$ cat config.mk
export PLATFORM = sky130hd
export DESIGN_NAME = alloc_tag_gen
export DESIGN_NICKNAME = d
export VERILOG_FILES = /design/src/rtl/alloc_tag_pkg.sv /design/src/rtl/tag_lfsr_step.sv /design/src/rtl/tag_seek.sv /design/src/rtl/alloc_tag_gen.sv
export SDC_FILE = /design/constraint.sdc
export NUM_CORES = 1
export LEC_CHECK = 0
export ABC_AREA = 0
export BUFFER_PORTS_ARGS = -buffer_cell sky130_fd_sc_hd__buf_2
export CORE_MARGIN = 2
export CORE_UTILIZATION = 29
export CTS_CLUSTER_DIAMETER = 40
export CTS_CLUSTER_SIZE = 10
export DETAILED_ROUTE_END_ITERATION = 6
export GPL_TIMING_DRIVEN = 0
export PLACE_DENSITY_LB_ADDON = 0.08
export SLEW_MARGIN = 15
export SYNTH_ARGS = -nofsm -noshare
export SYNTH_HDL_FRONTEND = slang
export SYNTH_SLANG_ARGS = --single-unit
$ cat constraint.sdc
create_clock -name clk -period 9.4 [get_ports clk]
set_input_delay 2.35 -clock clk [delete_from_list [all_inputs] [get_ports clk]]
set_output_delay 2.35 -clock clk [all_outputs]
set_load 0.01 [all_outputs]
$ cat src/rtl/alloc_tag_pkg.sv
package alloc_tag_pkg;
  typedef enum logic {
    MODE_RAND = 1'b0,
    MODE_EXPL = 1'b1
  } tag_mode_e;

  typedef enum logic {
    ST_IDLE = 1'b0,
    ST_WALK = 1'b1
  } walk_state_e;
endpackage

$ cat src/rtl/tag_lfsr_step.sv
// Advances the seed STEPS times; the feedback bit of step i is offset bit i.
module tag_lfsr_step #(
  parameter int SEED_W = 16,
  parameter int STEPS  = 4
) (
  input  logic [SEED_W-1:0] seed,
  output logic [STEPS-1:0]  offset,
  output logic [SEED_W-1:0] seed_adv
);
  always_comb begin
    logic [SEED_W-1:0] s;
    logic fb;
    s = seed;
    offset = '0;
    for (int i = 0; i < STEPS; i++) begin
      fb = s[5] ^ s[3] ^ s[2] ^ s[0];
      s = {fb, s[SEED_W-1:1]};
      offset[i] = fb;
    end
    seed_adv = s;
  end
endmodule

$ cat src/rtl/tag_seek.sv
// Finds the first non-excluded tag at or after cur (incl=1) or strictly after cur (incl=0), modulo 2**TAG_W.
module tag_seek #(
  parameter int TAG_W = 4
) (
  input  logic [TAG_W-1:0]        cur,
  input  logic [(1<<TAG_W)-1:0]   mask,
  input  logic                    incl,
  output logic [TAG_W-1:0]        found
);
  localparam int NTAG = 1 << TAG_W;

  always_comb begin
    logic [TAG_W-1:0] bump;
    logic [TAG_W-1:0] cand;
    bump  = incl ? '0 : TAG_W'(1);
    found = cur;
    // descending scan so the nearest candidate is written last
    for (int k = NTAG - 1; k >= 0; k--) begin
      cand = cur + TAG_W'(k) + bump;
      if (!mask[cand]) found = cand;
    end
  end
endmodule

$ cat src/rtl/alloc_tag_gen.sv
module alloc_tag_gen
  import alloc_tag_pkg::*;
#(
  parameter int              PTR_W      = 64,
  parameter int              TAG_W      = 4,
  parameter int              TAG_LSB    = 56,
  parameter int              SEED_W     = 16,
  parameter logic [15:0]     SEED_INIT  = 16'hACE1,
  parameter logic [3:0]      START_INIT = 4'h0
) (
  input  logic                    clk,
  input  logic                    rst_n,
  input  logic [(1<<TAG_W)-1:0]   cfg_excl,
  input  logic                    req_valid,
  output logic                    req_ready,
  input  logic                    req_mode,
  input  logic [PTR_W-1:0]        req_ptr,
  input  logic [(1<<TAG_W)-1:0]   req_excl,
  input  logic [TAG_W-1:0]        req_offset,
  output logic                    busy,
  output logic                    res_valid,
  output logic [TAG_W-1:0]        res_tag,
  output logic [PTR_W-1:0]        res_ptr
);
  localparam int NTAG = 1 << TAG_W;
  localparam logic [PTR_W-1:0] TAG_FIELD =
    {{(PTR_W-TAG_W){1'b0}}, {TAG_W{1'b1}}} << TAG_LSB;

  walk_state_e       st_q;
  tag_mode_e         mode_q;
  logic [SEED_W-1:0] seed_q;
  logic [TAG_W-1:0]  start_q;
  logic [TAG_W-1:0]  cur_q;
  logic [TAG_W-1:0]  rem_q;
  logic              zero_q;
  logic [NTAG-1:0]   mask_q;
  logic [PTR_W-1:0]  ptr_q;

  logic [TAG_W-1:0]  rnd_off;
  logic [SEED_W-1:0] seed_adv;
  logic [TAG_W-1:0]  seek_tag;
  logic              accept;
  logic              all_excl;
  logic              finish;
  logic [TAG_W-1:0]  tag_d;
  logic [PTR_W-1:0]  ptr_d;

  tag_lfsr_step #(.SEED_W(SEED_W), .STEPS(TAG_W)) u_lfsr (
    .seed     (seed_q),
    .offset   (rnd_off),
    .seed_adv (seed_adv)
  );

  tag_seek #(.TAG_W(TAG_W)) u_seek (
    .cur   (cur_q),
    .mask  (mask_q),
    .incl  (zero_q),
    .found (seek_tag)
  );

  assign busy      = (st_q == ST_WALK);
  assign req_ready = !busy;
  assign accept    = req_valid && req_ready;
  assign all_excl  = &mask_q;
  assign finish    = all_excl || zero_q || (rem_q == TAG_W'(1));
  assign tag_d     = all_excl ? '0 : seek_tag;

  always_comb begin
    ptr_d = ptr_q;
    ptr_d[TAG_LSB +: TAG_W] = tag_d;
  end

  always_ff @(posedge clk) begin
    if (!rst_n) begin
      st_q      <= ST_IDLE;
      mode_q    <= MODE_RAND;
      seed_q    <= SEED_W'(SEED_INIT);
      start_q   <= TAG_W'(START_INIT);
      cur_q     <= '0;
      rem_q     <= '0;
      zero_q    <= 1'b0;
      mask_q    <= '0;
      ptr_q     <= '0;
      res_valid <= 1'b0;
      res_tag   <= '0;
      res_ptr   <= '0;
    end else begin
      res_valid <= 1'b0;
      if (accept) begin
        st_q   <= ST_WALK;
        mode_q <= tag_mode_e'(req_mode);
        ptr_q  <= req_ptr;
        if (tag_mode_e'(req_mode) == MODE_RAND) begin
          mask_q <= req_excl | cfg_excl;
          cur_q  <= start_q;
          rem_q  <= rnd_off;
          zero_q <= (rnd_off == '0);
        end else begin
          mask_q <= cfg_excl;
          cur_q  <= req_ptr[TAG_LSB +: TAG_W];
          rem_q  <= req_offset;
          zero_q <= (req_offset == '0);
        end
      end else if (st_q == ST_WALK) begin
        if (finish) begin
          st_q      <= ST_IDLE;
          res_valid <= 1'b1;
          res_tag   <= tag_d;
          res_ptr   <= ptr_d;
          if (mode_q == MODE_RAND) begin
            start_q <= tag_d;
            seed_q  <= seed_adv;
          end
        end else begin
          cur_q <= seek_tag;
          rem_q <= rem_q - TAG_W'(1);
        end
      end
    end
  end

  // a fully excluded mask always yields tag zero
  p_allones_r1: assert property (@(posedge clk) disable iff (!rst_n)
    (res_valid && all_excl) |-> (res_tag == '0));

  // any result under a partly open mask is a permitted tag
  p_tag_clear_r2: assert property (@(posedge clk) disable iff (!rst_n)
    (res_valid && !all_excl) |-> !mask_q[res_tag]);

  // each offset move lands on a permitted tag
  p_seek_excl_r3: assert property (@(posedge clk) disable iff (!rst_n)
    (busy && !zero_q && !all_excl) |-> !mask_q[seek_tag]);

  // the seed changes only when a random request completes
  p_seed_hold_r5: assert property (@(posedge clk) disable iff (!rst_n)
    !$stable(seed_q) |-> (res_valid && mode_q == MODE_RAND));

  // only the tag field of the pointer is rewritten
  p_ptr_keep_r8: assert property (@(posedge clk) disable iff (!rst_n)
    res_valid |-> (((res_ptr ^ ptr_q) & ~TAG_FIELD) == '0
                   && res_ptr[TAG_LSB +: TAG_W] == res_tag));

  // result strobe lasts one cycle
  p_pulse_r9: assert property (@(posedge clk) disable iff (!rst_n)
    res_valid |=> !res_valid);

  // an accepted request makes the block busy next cycle
  p_busy_r9: assert property (@(posedge clk) disable iff (!rst_n)
    accept |=> (busy && !req_ready));
endmodule

* After elaboration in Yosys (flattened, before gate mapping)
Index checks and enable logic that the tools add are counted.
** Storage, ports and cells
- Word-level logic and storage cells :: 155
- Register bits :: 180
- Input port bits :: 104
- Output and inout port bits :: 71
** Cells by class
- Magnitude comparators :: 16
- Reduce and logical (&&, ||, !) cells :: 12
- $add $sub $neg :: 32
- Muxes and demuxes :: 64
- Eq/ne operators :: 2
- Bitwise logic cells :: 17
** Operators by type and width (number)
- $mux W4 :: 25
- $lt A4 B5 Y1 const B :: 16
- $add A4 B4 Y4 :: 16
- $bmux W1 S4 :: 16
- $add A4 B4 Y4 const B :: 8
- $mux W1 :: 22
- $add A4 B3 Y4 const B :: 4
- $mux W16 :: 1
- $or A16 B16 Y16 :: 1
- $reduce_and A16 Y1 :: 1
- $xor A1 B1 Y1 :: 12
- $add A4 B2 Y4 const B :: 2
- $logic_not A4 Y1 :: 2
- $add A4 B1 Y4 const B :: 1
- $eq A4 B1 Y1 const B :: 1
- $not A1 Y1 :: 4
- $reduce_and A4 Y1 :: 1
- $sub A4 B1 Y4 const B :: 1
- $reduce_and A3 Y1 :: 1
- $reduce_or A3 Y1 :: 1
- $logic_or A1 B1 Y1 :: 2
- $ne A2 B2 Y1 const B :: 1
- $reduce_and A2 Y1 :: 1
- $reduce_bool A2 Y1 :: 1
- 2 further kinds :: 2

* Longest topological paths before layout
- Depth after elaboration :: 23
- Depth in mapped cells :: 14
- Depth with buffers taken out :: 13

* By module
From an unflattened synthesis, not the netlist that was laid out.
** Second synthesis, totals
- Cell total of the unflattened synthesis :: 1076
- Area, all modules :: 9454.1 um^2
** Modules (own cells, without submodules)
- alloc_tag_gen :: area an instance 6961.7 um^2, times used 1, sequential area each 3443.3 um^2, cells an instance 786
- tag_seek :: area an instance 2269.7 um^2, times used 1, sequential area each 0.0 um^2, cells an instance 264
- tag_lfsr_step :: area an instance 222.7 um^2, times used 1, sequential area each 0.0 um^2, cells an instance 26

* Least setup slack after synthesis
OpenSTA, ideal clock, no wires.
- Path kind :: input to register
- Start point :: input req_valid
- End point :: register cur_q[3]
- Path buffers :: 3
- Setup slack :: 5913 ps
- Arrival :: 3417 ps
- Stages :: 6
- Setup time :: 70 ps
- Cell sequence :: nor2b_1 > clkbuf_1 > clkbuf_1 > buf_1 > a21oi_1 > a21oi_1
** On the way
- Longest elaborated chain between the ends :: 3
- Elaborated cells on any way between the ends :: 5
- Classes of those cells :: eq/ne (1); mux (1); reduce/logical (3)
** Ends and longest elaborated chain
- start: declaration :: RTL line alloc_tag_gen.sv:14 : input logic req_valid,
- $logic_and A1 B1 Y1 * :: RTL line alloc_tag_gen.sv:63 : assign accept = req_valid && req_ready;
- $ne A2 B2 Y1 (no source line) or $reduce_bool A2 Y1 (tied branches)
- $reduce_and A2 Y1 (no source line)
- end signal: assignment :: RTL line alloc_tag_gen.sv:95 : cur_q <= start_q;
- end signal: assignment :: RTL line alloc_tag_gen.sv:100 : cur_q <= req_ptr[TAG_LSB +: TAG_W];
- end signal: assignment :: RTL line alloc_tag_gen.sv:115 : cur_q <= seek_tag;
- end: declaration :: RTL line alloc_tag_gen.sv:33 : logic [TAG_W-1:0] cur_q;
Mark *: on every way between the ends. The rest lies on a longest branch, timed or not.
A chain may end at the register's enable or synchronous reset.

* Worst setup path in the final report
Same ends and word-level chain as after synthesis.

==> results.rst <==
.. list-table::
   :header-rows: 1

   * - Metric
     - Value
   * - Mean area per synthesized cell
     - 8.439 µm²
   * - Ys async rst share
     - 0%
   * - Final worst path period share
     - about 44%
   * - Crit end category
     - flop
   * - Layout net count
     - 1371
   * - Most frequent cell after synthesis
     - nand2_1
   * - Antenna violations before repair
     - 7
   * - Die outline height
     - 180.0 µm
   * - Least-Margin Pin Slew
     - 0.9478 ns
   * - Start of the worst register-to-register path
     - cur_q[0]
   * - Max IR drop VDD
     - 89.29 µV
   * - Placed Area
     - 10350 µm²
   * - Pre-CTS setup slack
     - 4.802 ns
   * - Num ports
     - 175
   * - Total via count after detailed routing
     - 8192
   * - Latest clock arrival within the worst-skew pair
     - 0.44 ns
   * - Crit path arrival time
     - 4.48 ns
   * - Maximum number of pins on one net before global-route repair
     - 21
   * - Worst clock skew
     - 0.02162 ns
   * - H-tree levels
     - 4
   * - Final instance area
     - 11000 µm²
   * - Initial core utilization
     - 29.38%
   * - Post-CTS Resized
     - 0
   * - Final core utilization
     - 35.97%
   * - GR peak layer
     - met2
   * - Critical Path Start Type
     - input pin
   * - Met3 GRT Util
     - under 10%
   * - Worst R2R Setup Slack
     - 5.63 ns
   * - Count of clock tree sinks
     - 172
   * - Final critical delay including setup and external delays
     - slightly above 4 ns
   * - CTS tree
     - built
   * - # port buffers
     - 174
   * - Most frequent cells after synthesis
     - 317 x nand2_1, 172 x dfxtp_1, 132 x a21boi_0
   * - Final weighted congestion in routability-driven placement
     - about 0.84
   * - Total CTS buffers
     - 17
   * - Placed wire-length estimate after detailed placement
     - 22220 µm
   * - Number of buffers added to fix hold violations after cts
     - 0
   * - Core outline area
     - around 30000 µm²
   * - Total Wirelength
     - approximately 29000 µm
   * - Post-CTS setup-driven buffer insertion count
     - 0
   * - Maximum fanout along the worst path
     - 10
   * - Worst setup path class
     - input pin to flop
   * - Overall power after layout
     - 2.267 mW
   * - Least setup slack across all paths after layout
     - 5.275 ns
   * - Count of placed standard cells including taps
     - 1635
   * - Final Max Slew Viols
     - 0
   * - Drt drc
     - 0
   * - Global-route wire length before repair
     - 45750 µm
   * - Overflow after GRT
     - 0
   * - Status
     - completed
   * - RSZ-0062 raised after global routing
     - false
   * - Fraction of final layout cells with drive strength greater than 1
     - 21.40%
   * - Clock transition at the registers of the reported paths
     - 0.08 ns
   * - Hold Path Class
     - flop to flop
   * - Met1 track demand over resource in global routing
     - between 20% and 30%
   * - Top-area cell type share of the netlist area
     - 38.31%
   * - Top FF cell, synth
     - dfxtp_1
   * - Hold violation total from the final report
     - 0
   * - Drt pass-1 iters
     - 5
   * - Count of final setup violators
     - 0
   * - Static leakage
     - about 4.4 nW
   * - Met2 usage
     - 29.44%
   * - Number of enable flip-flop cells after synthesis
     - 0
   * - Total Die Area
     - 32410 µm²
   * - Distinct cells, synth
     - 69
   * - Slew headroom
     - roughly 37%
   * - Minimum hold slack
     - between 0.4 and 0.5 ns
   * - Hold Crit Depth
     - 2
   * - Chip width
     - roughly 180 µm
   * - Syn Inst Count
     - 1065
   * - Clock root buffer
     - clkbuf_16
   * - Syn_nets
     - roughly 1.2k
   * - Data required time of the critical path
     - between 9 and 10 ns
   * - Non-filler cells in the finished layout
     - approximately 1.7k
   * - Routed WL per cell
     - 17.52 µm
   * - Reg-to-Reg End
     - start_q[2]
   * - Area of the mapped netlist
     - 8987 µm²
   * - Worst Min Path Start
     - ptr_q[37]
   * - End point of the most critical hold path
     - res_ptr[37]
   * - Cell Rows
     - 64
   * - Power per Cell Area
     - 206.1 nW/µm²
   * - Number of global-route vias before repair
     - just over 8k
   * - Cell type with the largest total area after synthesis
     - dfxtp_1
   * - Yosys synthesis warning count
     - 0
   * - Number of buffers on the longest clock path
     - 2
   * - Upper clock frequency limit
     - between 200 and 250 MHz
   * - Layout Area Growth over Synthesis
     - 22.41%
   * - Routed vias/inst
     - 4.902
   * - Setup Total Neg Slack
     - 0 ns
   * - Reported max-cap violation count
     - 0
   * - Part of the Yosys area used for sequential elements
     - a little under two fifths
   * - Number of design-rule violations left by the first detailed-router iteration
     - about 450
   * - Flops & latches, synth
     - 172
   * - Number of nets with antenna violations after routing
     - 0
   * - Top cells by area, synth
     - dfxtp_1 38%, nand2_1 13%, a21boi_0 11%
   * - Number of cell instances on the worst register-to-register path
     - 14
   * - Total global-route track usage
     - between 10% and 20%
==> sequential cells by signal, summed over array words and instances, names as in the netlist, 3 cells and up <==
register,count
mask_q,16
rem_q,4
start_q,4
res_ptr,61
res_tag,3
seed_q,16
ptr_q,60
cur_q,4
==> logic make-up after synthesis <==
group,Yosys count,synth area share (%)
and+or+nand+nor,402,18.71
AOI/OAI and AO/OA,289,22.05
DFF,172,38.31
buffers and inverters,95,4.678
muxes,71,11.57
xor gates and xnor gates,27,3.425
adders and majority gates,9,1.253
==> where the power goes <==
| part | total [mW] | switching [mW] | internal, mW | leakage, nW |
|---|---|---|---|---|
| registers | 0.799 | 0.0318 | 0.767 | 1.40 |
| logic | 0.720 | 0.439 | 0.281 | 2.69 |
| clock network | 0.748 | 0.357 | 0.391 | 0.308 |
| total | 2.27 | 0.829 | 1.44 | 4.40 |
==> worst max-delay path, stage by stage <==
cell	delay (ns)
buf_2	0.08
nor2b_1	0.11
clkbuf_1	0.55
clkbuf_1	0.53
buf_1	0.57
a21oi_1	0.09
a21oi_1	0.18
==> per-layer routing <==
metal	wire length (µm)	up-vias
li1	-	4090
met1	13390	3860
met2	13710	201
met3	1575	35
met4	570	6
met5	34	-
==> area by class of cell <==
| cell class | instances | area [µm²] |
|---|---|---|
| fill | 3306 | 19590 |
| buffer | 73 | 337.8 |
| timing repair buffer | 174 | 870.8 |
| inverter | 22 | 82.58 |
| clock buffer | 17 | 425.4 |
| clock inverter | 15 | 212.7 |
| tap | 396 | 495.5 |
| multi-input combinational | 798 | 5124 |
| sequential | 172 | 3443 |
| antenna | 4 | 10.01 |
==> how the worst max path moves through the flow <==
stage                     endpoint  cells after the start      start
after floorplan           cur_q[3]                      6  req_valid
after detailed placement  cur_q[3]                      7  req_valid
final                     cur_q[3]                      7  req_valid
after global routing      cur_q[3]                      7  req_valid
after global placement    cur_q[3]                      7  req_valid
after CTS                 cur_q[3]                      7  req_valid
==> cells in the final DEF, fill, tap and decap left out, drive strengths merged, types with 6 or more instances in the layout <==
cell type  Yosys  routed
nand2b         6       6
xnor2         18      18
buf           17     191
xor2           9       9
ha             9       9
a31oi          9       9
nand3         22      22
nor2b          7       7
nor2          15      15
clkbuf        56      73
o211ai         8       8
o211a          6       6
a21boi       133     133
clkinv         0       7
nand2        318     318
nand4          8       8
mux2i         40      40
dfxtp        172     172
o21ai         44      44
mux2           9       9
a21oi         52      52
and2           6       6
inv           22      29
mux4          22      22
No activity file was read; power rests on OpenSTA's default activity.
